$ cat config.mk
export PLATFORM = sky130hd
export DESIGN_NAME = tmr_irq_ctrl
export DESIGN_NICKNAME = d
export VERILOG_FILES = /design/src/rtl/tmr_irq_pkg.sv /design/src/rtl/tmr_irq_edge.sv /design/src/rtl/tmr_irq_gate.sv /design/src/rtl/tmr_irq_stack.sv /design/src/rtl/tmr_irq_ctrl.sv
export SDC_FILE = /design/constraint.sdc
export NUM_CORES = 1
export LEC_CHECK = 0
export BUFFER_PORTS_ARGS = -buffer_cell sky130_fd_sc_hd__buf_4
export CAP_MARGIN = 20
export CORE_AREA = 4 4 90 92
export CTS_CLUSTER_SIZE = 14
export DETAILED_ROUTE_END_ITERATION = 8
export DIE_AREA = 0 0 94 96
export PLACE_DENSITY = 0.74
export SYNTH_ARGS = -nofsm -noshare
export SYNTH_HDL_FRONTEND = slang
export SYNTH_HIERARCHICAL = 1
export SYNTH_SLANG_ARGS = --single-unit
export TNS_END_PERCENT = 5
$ cat constraint.sdc
create_clock -name clk -period 2.2 [get_ports clk]
set_input_delay 0 -clock clk [delete_from_list [all_inputs] [get_ports clk]]
set_output_delay 0 -clock clk [all_outputs]
set_load 0.005 [all_outputs]
$ cat src/rtl/tmr_irq_pkg.sv
`timescale 1ns/1ps
// Package: shared defaults and the program-counter source encoding for the
// timer interrupt controller. Assumes a core with a 12-bit program counter.
package tmr_irq_pkg;

    parameter int unsigned DEF_PC_W      = 12;
    parameter int unsigned DEF_BANK_W    = 4;
    parameter int unsigned DEF_STK_DEPTH = 4;
    parameter int unsigned DEF_VEC_ADDR  = 32'h003;

    // Which value the core must load into its program counter this cycle.
    typedef enum logic [1:0] {
        PCSRC_NONE = 2'd0,
        PCSRC_VEC  = 2'd1,
        PCSRC_RET  = 2'd2
    } pc_src_e;

endpackage

$ cat src/rtl/tmr_irq_edge.sv
`timescale 1ns/1ps
// Module: tmr_irq_edge
// Samples the timer pulse on clk and holds the request flag.
// The flag is set by a falling edge or by a software write of 1.
// It is cleared by acceptance or by a software write of 0, and a hardware
// edge takes priority over both clears.
// Assumes the pulse is synchronous to clk, or has been synchronized upstream.
module tmr_irq_edge (
    input  logic clk,
    input  logic rst_n,
    input  logic pulse_i,
    input  logic wr_en_i,
    input  logic wr_val_i,
    input  logic clr_i,
    output logic fall_o,
    output logic req_o
);

    logic pulse_q;
    logic req_q;

    // Hold the previous pulse sample for edge comparison.
    always_ff @(posedge clk) begin
        if (!rst_n) pulse_q <= 1'b0;
        else        pulse_q <= pulse_i;
    end

    assign fall_o = pulse_q & ~pulse_i;

    // Request flag: a set (edge or write of 1) beats a clear (accept or write of 0).
    always_ff @(posedge clk) begin
        if (!rst_n) begin
            req_q <= 1'b0;
        end else if (fall_o || (wr_en_i && wr_val_i)) begin
            req_q <= 1'b1;
        end else if (clr_i || wr_en_i) begin
            req_q <= 1'b0;
        end
    end

    assign req_o = req_q;

    AST_FALL_SETS_REQ: assert property (@(posedge clk) disable iff (!rst_n)
        fall_o |=> req_q);
    AST_WR0_CANCELS: assert property (@(posedge clk) disable iff (!rst_n)
        (wr_en_i && !wr_val_i && !fall_o) |=> !req_q);

endmodule

$ cat src/rtl/tmr_irq_gate.sv
`timescale 1ns/1ps
// Module: tmr_irq_gate
// Holds the global enable and the per-source permission flag, and decides
// acceptance at instruction boundaries.
// Acceptance drops the global enable. A return strobe in the same cycle
// blocks acceptance, so push and pop never collide.
module tmr_irq_gate (
    input  logic clk,
    input  logic rst_n,
    input  logic ei_i,
    input  logic di_i,
    input  logic perm_wr_en_i,
    input  logic perm_wr_val_i,
    input  logic bnd_i,
    input  logic req_i,
    input  logic reti_i,
    output logic gie_o,
    output logic perm_o,
    output logic take_o
);

    logic gie_q;
    logic perm_q;

    // Acceptance condition, evaluated only on a boundary.
    always_comb begin
        take_o = bnd_i & gie_q & perm_q & req_i & ~reti_i;
    end

    // Global enable: accept and DI clear it, EI sets it, DI beats EI.
    always_ff @(posedge clk) begin
        if (!rst_n)           gie_q <= 1'b0;
        else if (take_o)      gie_q <= 1'b0;
        else if (di_i)        gie_q <= 1'b0;
        else if (ei_i)        gie_q <= 1'b1;
    end

    // Permission flag, written by software only.
    always_ff @(posedge clk) begin
        if (!rst_n)            perm_q <= 1'b0;
        else if (perm_wr_en_i) perm_q <= perm_wr_val_i;
    end

    assign gie_o  = gie_q;
    assign perm_o = perm_q;

    AST_TAKE_DROPS_GIE: assert property (@(posedge clk) disable iff (!rst_n)
        take_o |=> !gie_q);
    AST_DI_CLEARS_GIE: assert property (@(posedge clk) disable iff (!rst_n)
        di_i |=> !gie_q);

endmodule

$ cat src/rtl/tmr_irq_stack.sv
`timescale 1ns/1ps
// Module: tmr_irq_stack
// A circular return stack of DEPTH records, each ENT_W bits wide.
// Pushing onto a full stack overwrites the oldest record and sets a sticky
// overflow flag. Popping an empty stack does nothing.
// Assumes push and pop never arrive in the same cycle.
module tmr_irq_stack #(
    parameter int unsigned DEPTH = 4,
    parameter int unsigned ENT_W = 17
) (
    input  logic             clk,
    input  logic             rst_n,
    input  logic             push_i,
    input  logic [ENT_W-1:0] push_dat_i,
    input  logic             pop_i,
    output logic             pop_vld_o,
    output logic [ENT_W-1:0] pop_dat_o,
    output logic             ovf_o
);

    localparam int unsigned PTR_W = (DEPTH > 1) ? $clog2(DEPTH) : 1;
    localparam int unsigned CNT_W = $clog2(DEPTH + 1);
    localparam logic [PTR_W-1:0] LAST_IDX = PTR_W'(DEPTH - 1);
    localparam logic [CNT_W-1:0] FULL_CNT = CNT_W'(DEPTH);

    logic [ENT_W-1:0] mem_q [DEPTH];
    logic [PTR_W-1:0] wr_idx_q;
    logic [PTR_W-1:0] rd_idx;
    logic [PTR_W-1:0] wr_idx_nxt;
    logic [CNT_W-1:0] cnt_q;
    logic             ovf_q;

    // Neighbouring slot indices with wrap-around.
    always_comb begin
        rd_idx     = (wr_idx_q == '0) ? LAST_IDX : wr_idx_q - 1'b1;
        wr_idx_nxt = (wr_idx_q == LAST_IDX) ? '0 : wr_idx_q + 1'b1;
    end

    assign pop_vld_o = pop_i && (cnt_q != '0);
    assign pop_dat_o = mem_q[rd_idx];
    assign ovf_o     = ovf_q;

    // Record storage: each slot loads when it is the write target of a push.
    generate
        for (genvar g = 0; g < DEPTH; g++) begin : g_slot
            always_ff @(posedge clk) begin
                if (!rst_n)
                    mem_q[g] <= '0;
                else if (push_i && (wr_idx_q == PTR_W'(g)))
                    mem_q[g] <= push_dat_i;
            end
        end
    endgenerate

    // Pointer, occupancy and overflow bookkeeping.
    always_ff @(posedge clk) begin
        if (!rst_n) begin
            wr_idx_q <= '0;
            cnt_q    <= '0;
            ovf_q    <= 1'b0;
        end else if (push_i) begin
            wr_idx_q <= wr_idx_nxt;
            if (cnt_q == FULL_CNT) ovf_q <= 1'b1;
            else                   cnt_q <= cnt_q + 1'b1;
        end else if (pop_vld_o) begin
            wr_idx_q <= rd_idx;
            cnt_q    <= cnt_q - 1'b1;
        end
    end

    AST_PUSH_GROWS: assert property (@(posedge clk) disable iff (!rst_n)
        (push_i && cnt_q != FULL_CNT) |=> (cnt_q == $past(cnt_q) + 1'b1));
    AST_FULL_PUSH_FLAGS: assert property (@(posedge clk) disable iff (!rst_n)
        (push_i && cnt_q == FULL_CNT) |=> (ovf_q && cnt_q == FULL_CNT));
    AST_POP_SHRINKS: assert property (@(posedge clk) disable iff (!rst_n)
        (pop_i && !push_i && cnt_q != '0) |=> (cnt_q == $past(cnt_q) - 1'b1));
    AST_OVF_STICKY: assert property (@(posedge clk) disable iff (!rst_n)
        ovf_q |=> ovf_q);

endmodule

$ cat src/rtl/tmr_irq_ctrl.sv
`timescale 1ns/1ps
// Module: tmr_irq_ctrl (top)
// Timer interrupt request, acceptance and context save/restore for one source.
// Joins the edge detector, the enable gate and the return stack, and selects
// the program counter value handed to the core.
// Assumes the core obeys pc_load_o/ctx_load_o in the cycle they are high,
// and that cur_pc_i already holds the address to resume at.
module tmr_irq_ctrl
    import tmr_irq_pkg::*;
#(
    parameter int unsigned PC_W      = DEF_PC_W,
    parameter int unsigned BANK_W    = DEF_BANK_W,
    parameter int unsigned STK_DEPTH = DEF_STK_DEPTH,
    parameter int unsigned VEC_ADDR  = DEF_VEC_ADDR
) (
    input  logic              clk,
    input  logic              rst_n,
    input  logic              tmr_pulse_i,
    input  logic              instr_bnd_i,
    input  logic              ei_i,
    input  logic              di_i,
    input  logic              reti_i,
    input  logic [PC_W-1:0]   cur_pc_i,
    input  logic [BANK_W-1:0] cur_bank_i,
    input  logic              cur_ixe_i,
    input  logic              req_wr_en_i,
    input  logic              req_wr_val_i,
    input  logic              perm_wr_en_i,
    input  logic              perm_wr_val_i,
    output logic              req_flag_o,
    output logic              perm_flag_o,
    output logic              gie_o,
    output logic              irq_take_o,
    output logic              pc_load_o,
    output logic [PC_W-1:0]   pc_next_o,
    output logic              ctx_load_o,
    output logic [BANK_W-1:0] ctx_bank_o,
    output logic              ctx_ixe_o,
    output logic              stk_ovf_o
);

    localparam int unsigned ENT_W = PC_W + BANK_W + 1;
    localparam logic [PC_W-1:0] VEC = PC_W'(VEC_ADDR);

    logic             take;
    logic             req;
    logic             fall;
    logic             pop_vld;
    logic [ENT_W-1:0] push_dat;
    logic [ENT_W-1:0] pop_dat;
    pc_src_e          pc_src;

    tmr_irq_edge u_edge (
        .clk      (clk),
        .rst_n    (rst_n),
        .pulse_i  (tmr_pulse_i),
        .wr_en_i  (req_wr_en_i),
        .wr_val_i (req_wr_val_i),
        .clr_i    (take),
        .fall_o   (fall),
        .req_o    (req)
    );

    tmr_irq_gate u_gate (
        .clk           (clk),
        .rst_n         (rst_n),
        .ei_i          (ei_i),
        .di_i          (di_i),
        .perm_wr_en_i  (perm_wr_en_i),
        .perm_wr_val_i (perm_wr_val_i),
        .bnd_i         (instr_bnd_i),
        .req_i         (req),
        .reti_i        (reti_i),
        .gie_o         (gie_o),
        .perm_o        (perm_flag_o),
        .take_o        (take)
    );

    // Pack the context record: return address, bank, index-enable.
    assign push_dat = {cur_pc_i, cur_bank_i, cur_ixe_i};

    tmr_irq_stack #(
        .DEPTH (STK_DEPTH),
        .ENT_W (ENT_W)
    ) u_stack (
        .clk        (clk),
        .rst_n      (rst_n),
        .push_i     (take),
        .push_dat_i (push_dat),
        .pop_i      (reti_i),
        .pop_vld_o  (pop_vld),
        .pop_dat_o  (pop_dat),
        .ovf_o      (stk_ovf_o)
    );

    // Choose the program counter source for this cycle.
    always_comb begin
        if (take)         pc_src = PCSRC_VEC;
        else if (pop_vld) pc_src = PCSRC_RET;
        else              pc_src = PCSRC_NONE;
    end

    // Drive the core-facing load controls and values.
    always_comb begin
        pc_load_o  = (pc_src != PCSRC_NONE);
        ctx_load_o = (pc_src == PCSRC_RET);
        pc_next_o  = (pc_src == PCSRC_VEC) ? VEC : pop_dat[ENT_W-1 -: PC_W];
        ctx_bank_o = pop_dat[BANK_W:1];
        ctx_ixe_o  = pop_dat[0];
    end

    assign req_flag_o = req;
    assign irq_take_o = take;

    AST_ONE_LOAD_SOURCE: assert property (@(posedge clk) disable iff (!rst_n)
        !(irq_take_o && ctx_load_o));
    AST_TAKE_CLEARS_REQ: assert property (@(posedge clk) disable iff (!rst_n)
        (irq_take_o && !fall && !(req_wr_en_i && req_wr_val_i)) |=> !req_flag_o);

endmodule

==> metrics.md, run 1 <==
| Metric | Value |
|---|---|
| Status | `complete, no violations` |
| WL per Instance | `16.5 microns` |
| Max_slew headroom | `0.742` |
| Hold WC Path Type | `primary input to flop` |
| CTS buffer count | `9` |
| Final period util | `0.921` |
| Final hold violations | `0` |
| Residual DRC | `0` |
| Post-route cell area | `4700 sq um` |
| Max_cap viols | `0` |
| Startpoint types | `flop` |
| Initial Util | `0.508` |
| Most frequent cell after synthesis | `and2_1` |
| FMAX | `493 MHz` |
| IO Count | `52` |
| P&R area growth vs syn | `28.3%` |
| H-tree depth | `3` |
| # clock sinks | `78` |
| DR pass1 iterations | `5` |
| Synth Instances | `257` |
| Global router's overall resource usage | `0.184` |
| Final setup TNS | `0 ns` |
| Synth async-reset ratio | `0` |
| Register area share after synthesis | `0.612` |
| Iter 0 DRT Violations | `73` |
| DPL Wire Length | `4930 microns` |
| CTS clk-pin slew, worst paths | `0.08 ns` |
| Clk_skew | `0.00905 ns` |
| Total Nets Final | `382` |
| Post-synth top cells | `and2_1 (70), edfxtp_1 (68), mux4_2 (17)` |
| Clk Latency, worst-skew pair | `0.36 ns` |
| Std-Cell Rows | `31` |
| Setup bufs post-CTS | `0` |
| Mapped Nets | `291` |
| Top cell type by total area after synthesis | `edfxtp_1` |
| Core box area | `7210 sq um` |
| Complex-gate fraction of the synthesized area | `0.0331` |
| EDFF count, synth | `68` |
| Worst-case clock buffer depth | `2` |
| Worst EP arrival | `2.03 ns` |
| GP Congestion | `0.800` |
| Slew @ Worst Pin | `0.388 ns` |
| Yosys reg bits | `78` |
| Die height | `96 microns` |
| Count of pins over their slew limit | `0` |
| Share of the synthesized area in the top cell type | `0.557` |
| Final WL | `7460 microns` |
| Vias in the first global route | `2459` |
| Netlist Area Pre-Place | `3660 sq um` |
| Pin count of the biggest net entering global routing | `25` |
| Antenna cells | `0` |
| Port Buffer Count | `51` |
| First-pass GRT wire length | `12200 microns` |
| LEAKAGE | `0.00186 uW` |
| DP Area | `4240 sq um` |
| Mux cell area share after synthesis | `0.107` |
| Syn. warnings | `6` |
| GR Overflow Total | `0` |
| CP Data Required Time | `2.20 ns` |
| Initial antenna violation count | `0` |
| Die Area | `9020 sq um` |
| XOR/XNOR Fraction of Synth Area | `0.00239` |
| Most area-consuming cells after synthesis | `edfxtp_1 (56%), and2_1 (12%), mux4_2 (10%)` |
| R2R Setup Slk | `0.29 ns` |
| Setup violations, final | `0` |
| Clock period minus worst slack | `2.03 ns` |
| Vias | `2284` |
| Peak supply drop | `0.446 mV` |
| CP Capture Type | `output port` |
| P per Cell Area | `677 nW/um^2` |
| Top_reg_cell synth | `edfxtp_1` |
| Drt via density | `5.05` |
| Share of cells above drive strength 1 | `0.300` |
| Simple-gate share of the synthesized area | `0.190` |
| Die width | `94 microns` |
| Unrepaired setup endpoints after global routing | `no` |
| Main combinational cell family by area after synthesis | `simple AND/OR/NAND/NOR gates` |
| Util after Layout | `0.652` |
| CP Max Fanout | `15` |
| Setup CP Type | `flop to output port` |
| Antenna-violating nets left | `0` |
| Synth Area in Adders | `0.0225` |
| Synth unique cells | `37` |
| CTS tree | `built` |
| Root cell of the clock tree | `clkbuf_8` |
| Syn_area_per_cell | `14.3 sq um` |
==> placed cells by master (no fill, tap or decap), types with 4 or more instances in the layout <==
cell,instances
dfxtp_1,10
nand2_1,10
and2_1,70
mux4_2,17
dlygate4sd3_1,28
edfxtp_1,68
nor2_1,7
ha_1,4
nor2b_1,8
inv_1,6
clkbuf_8,9
buf_4,65
==> final cells by class <==
class / instances / area [sq um]
repair buffers: 96 / 828
multi-input cells: 157 / 1320
well taps: 99 / 124
clock inverters: 5 / 36.3
flip-flops and latches: 78 / 2240
inverters: 6 / 22.5
fillers: 579 / 2510
clock buffers: 11 / 131
==> routing by layer <==
layer,global-route usage,routed length (microns),up-vias
li1,-,-,1107
met1,0.227,3090,1112
met2,0.316,3880,55
met3,0.0438,366,10
met4,0.0698,123,0
met5,0,0,-
==> path summary, 6_finish.rpt <==
path	start	endpoint	depth (start not counted)
setup / recovery	u_stack/wr_idx_q[1]$_SDFFE_PN0P_	pc_next_o[0]	6
hold / removal	req_wr_en_i	u_edge/req_o$_SDFFE_PN0P_	3
setup reg to reg	u_gate/gie_o$_SDFFE_PP0P_	u_stack/cnt_q[2]$_SDFFE_PN0P_	6
hold reg to reg	u_stack/ovf_o$_SDFFE_PN0P_	u_stack/ovf_o$_SDFFE_PN0P_	2
==> state kept, by name, summed over array words and instances (netlist names) <==
signal,flops
u_edge/pulse_q,1
u_edge/req_o,1
u_gate/gie_o,1
u_gate/perm_o,1
u_stack/cnt_q,3
u_stack/mem_q,68
u_stack/ovf_o,1
u_stack/wr_idx_q,2
==> through the flow <==
step / total power [uW] / hold WS [ns] / cells / setup slack, ns
4_1_cts: 3200 / 0.0442 / 452 / 0.0120
5_1_grt: 3330 / 0.0550 / 452 / 0.0432
3_3_place_gp: 2220 / 0.177 / 408 / 0.378
6_report: 3180 / 0.0603 / 452 / 0.173
2_1_floorplan: 1990 / 0.0760 / 257 / 0.0362
3_5_place_dp: 2230 / 0.179 / 408 / 0.294
==> cells by family after synthesis <==
group	Yosys count
simple gates	115
flops	78
buf+inv	22
mux	18
compound gates	17
fa+ha+maj	6
xor+xnor	1
==> where the power goes <==
part	switching, uW	internal, uW
clock	534	410
sequential	27.4	1660
combinational	229	327
==> critical path: stages, from the launching register on <==
cell     delay [ns]
dfxtp_1        0.37
inv_1          0.13
ha_4           0.34
buf_12         0.16
mux4_2         0.29
or2_1          0.23
buf_4          0.14
==> repair_timing <==
action | CTS | global route
endpoints found under the setup margin | 0 | 9
hold endpoints to repair | 75 | 0
gates resized for setup | 0 | 2
hold buffers | 28 | 0
(Power assumes the default switching activity.)
==> run 2, diff against run 1 <==
--- a/config.mk
+++ b/config.mk
@@ -7,11 +7,13 @@
 export LEC_CHECK = 0
 export BUFFER_PORTS_ARGS = -buffer_cell sky130_fd_sc_hd__buf_4
 export CAP_MARGIN = 20
-export CORE_AREA = 4 4 90 92
+export CELL_PAD_IN_SITES_DETAIL_PLACEMENT = 1
+export CELL_PAD_IN_SITES_GLOBAL_PLACEMENT = 1
+export CORE_AREA = 4 4 99 101
 export CTS_CLUSTER_SIZE = 14
 export DETAILED_ROUTE_END_ITERATION = 8
-export DIE_AREA = 0 0 94 96
-export PLACE_DENSITY = 0.74
+export DIE_AREA = 0 0 103 105
+export PLACE_DENSITY_LB_ADDON = 0.1
 export SYNTH_ARGS = -nofsm -noshare
 export SYNTH_HDL_FRONTEND = slang
 export SYNTH_HIERARCHICAL = 1
==> run 2 against run 1 <==
Against the previous run:
- sequential share of layout area rose by 0.20 points
- non-clock buffer count is 2 lower
- register-to-register slack lost 0.15 ns
- routed wire length grew 10%
- worst setup slack got worse by 0.054 ns
- die area rose by 20%
- highest routed layer unchanged
- critical path type is now primary input to flop
- largest power group unchanged
- critical path depth rose by 1
- utilization down 13 points
- count of clock-buffer cells in the layout unchanged
- final area down 0.43%
- first-iteration DRC count decreased by 5.5%
==> metrics.md, run 2 (synthesis results as in run 1) <==
| Metric | Value |
|---|---|
| Vias | `2286 (was 2284)` |
| Switching share of power | `0.249 (was 0.248)` |
| CTS buffer count | `9 (unchanged)` |
| P&R area growth vs syn | `27.8% (was 28.3%)` |
| CP Max Fanout | `21 (was 15)` |
| Setup violations, final | `0 (unchanged)` |
| Final setup TNS | `0 ns (unchanged)` |
| Residual DRC | `0 (unchanged)` |
| Global router's overall resource usage | `0.168 (was 0.184)` |
| Gate power share | `0.173 (was 0.175)` |
| Setup CP Type | `primary input to flop (was flop to output port)` |
| Vias in the first global route | `2562 (was 2459)` |
| Pin count of the biggest net entering global routing | `22 (was 25)` |
| IO Count | `52 (unchanged)` |
| CTS clk-pin slew, worst paths | `0.08 ns (about the same)` |
| P per Cell Area | `679 nW/um^2 (was 677 nW/um^2)` |
| # clock sinks | `78 (unchanged)` |
| Die width | `103 microns (was 94 microns)` |
| Status | `complete, no violations (unchanged)` |
| Post-route cell area | `4680 sq um (was 4700 sq um)` |
| Root cell of the clock tree | `clkbuf_8 (unchanged)` |
| LEAKAGE | `0.00185 uW (was 0.00186 uW)` |
| DR pass1 iterations | `4 (was 5)` |
| Port Buffer Count | `51 (unchanged)` |
| Peak supply drop | `0.363 mV (was 0.446 mV)` |
| Worst hold path stage count | `3 (unchanged)` |
| Worst-case clock buffer depth | `2 (unchanged)` |
| H-tree depth | `3 (unchanged)` |
| Core box area | `9020 sq um (was 7210 sq um)` |
| Antenna cells | `0 (unchanged)` |
| GP Congestion | `0.688 (was 0.800)` |
| Hold WC Path Type | `primary input to flop (unchanged)` |
| Count of pins over their slew limit | `0 (unchanged)` |
| Final hold violations | `0 (unchanged)` |
| Total Nets Final | `380 (was 382)` |
| Critical path startpoint | `reti_i (was u_stack/wr_idx_q[1]$_SDFFE_PN0P_)` |
| Iter 0 DRT Violations | `69 (was 73)` |
| Unrepaired setup endpoints after global routing | `no (unchanged)` |
| Final period util | `0.946 (was 0.921)` |
| CTS tree | `built (unchanged)` |
| Clock period minus worst slack | `2.08 ns (was 2.03 ns)` |
| Clock Power Share | `0.297 (was 0.296)` |
| Share of cells above drive strength 1 | `0.302 (was 0.300)` |
| Setup bufs post-CTS | `0 (unchanged)` |
| Clk Latency, worst-skew pair | `0.35 ns (was 0.36 ns)` |
| DP Area | `4240 sq um (about the same)` |
| Multi-input logic area | `1310 sq um (was 1320 sq um)` |
| Clk_skew | `0.0124 ns (was 0.00905 ns)` |
| Hold Path Origin | `req_wr_en_i (unchanged)` |
| Drt via density | `4.95 (was 5.05)` |
| Top reg by flops | `u_stack/mem_q (unchanged)` |
| Storage element area | `2240 sq um (unchanged)` |
| Initial antenna violation count | `0 (unchanged)` |
| Std-Cell Rows | `35 (was 31)` |
| FMAX | `481 MHz (was 493 MHz)` |
| Sw Pwr | `791 uW (was 790 uW)` |
| Commonest non-fill, non-tap cell in the layout | `and2_1 (unchanged)` |
| CP Data Required Time | `2.41 ns (was 2.20 ns)` |
| P_int | `2390 uW (about the same)` |
| DPL Wire Length | `5350 microns (was 4930 microns)` |
| First-pass GRT wire length | `13400 microns (was 12200 microns)` |
| Startpoint types | `primary input (was flop)` |
| Final WL | `8230 microns (was 7460 microns)` |
| Biggest regs | `u_stack/mem_q x68, u_stack/cnt_q x3, u_stack/wr_idx_q x2 (unchanged)` |
| Max reg flops | `68 (unchanged)` |
| Crit Reg-Reg Startpoint | `u_edge/req_o$_SDFFE_PN0P_ (was u_gate/gie_o$_SDFFE_PP0P_)` |
| Slew @ Worst Pin | `0.622 ns (was 0.388 ns)` |
| Initial Util | `0.406 (was 0.508)` |
| R2R cell count | `5 (was 6)` |
| CP Capture Type | `flop (was output port)` |
| Most frequent cells in the layout | `and2_1 (70), edfxtp_1 (68), buf_4 (64) (was and2_1 (70), edfxtp_1 (68), buf_4 (65))` |
| Fillers | `901 (was 579)` |
| Die height | `105 microns (was 96 microns)` |
| Max_slew headroom | `0.585 (was 0.742)` |
| Worst EP arrival | `2.29 ns (was 2.03 ns)` |
| Max_cap viols | `0 (unchanged)` |
| GR Overflow Total | `0 (unchanged)` |
| WL per Instance | `17.8 microns (was 16.5 microns)` |
| Die Area | `10800 sq um (was 9020 sq um)` |
| Share of total power in sequential cells | `0.530 (was 0.529)` |
| Antenna-violating nets left | `0 (unchanged)` |
## run 2: cell count changes in the layout (fill, tap and decap cells not counted)
cell	change
buf_12	-1
ha_2	+1
and3_2	+1
ha_4	-1
buf_6	+1
dlygate4sd3_1	-1
and3_1	-1
buf_4	-1
## run 2: cell type report
class	instances	share of cell area
timing repair buffer	94	0.171
inverter	6	0.00481
sequential	78	0.479
clock inverter	5	0.00775
tap	111	0.0297
multi-input combinational	157	0.279
clock buffer	11	0.0281
## run 2: power by group through the flow
stage                     Combinational (uW)  Sequential [uW]  Clock [uW]
after floorplan                          282             1710           0
after global placement                   514             1710           0
after detailed placement                 515             1720           0
after CTS                                557             1680         973
after global routing                     607             1690        1060
final                                    549             1680         945
## run 2: worst paths after layout
kind	slack, ns	endpoint
max	0.12	u_stack/mem_q[3][12]$_SDFFCE_PN0P_
min	0.09	u_edge/req_o$_SDFFE_PN0P_
max reg2reg	0.14	u_stack/mem_q[3][12]$_SDFFCE_PN0P_
min reg2reg	0.50	u_stack/ovf_o$_SDFFE_PN0P_
## run 2: per-layer routing
metal,vias to the layer above,global-route usage,part of all wire
met5,-,0,0
met4,0,0.0592,0.014
met3,9,0.0340,0.027
met2,32,0.289,0.53
met1,1151,0.205,0.43
li1,1094,-,-
## run 2: per-stage QoR
step / power, uW / setup slack [ns] / hold slack (ns) / instances / util
after floorplan: 1990 / 0.0362 / 0.0760 / 257 / -
after global placement: 2230 / 0.165 / 0.175 / 419 / 0.469
after detailed placement: 2230 / 0.0898 / 0.176 / 419 / 0.469
after CTS: 3210 / 0.0362 / 0.0624 / 462 / 0.518
after global routing: 3360 / 0.0139 / 0.0930 / 462 / 0.519
final: 3180 / 0.119 / 0.0863 / 462 / 0.519
## run 2: timing repair
item	CTS	global route
hold endpoints to repair	75	0
endpoints found under the setup margin	2	23
gates resized for setup	1	2
hold buffers	27	0
## run 2: critical path, stage by stage
cell	delay, ns
dlygate4sd3_1	0.54
buf_4	0.16
and4b_1	0.30
and2_4	0.22
buf_4	0.26
and3_1	0.59
and2_1	0.21
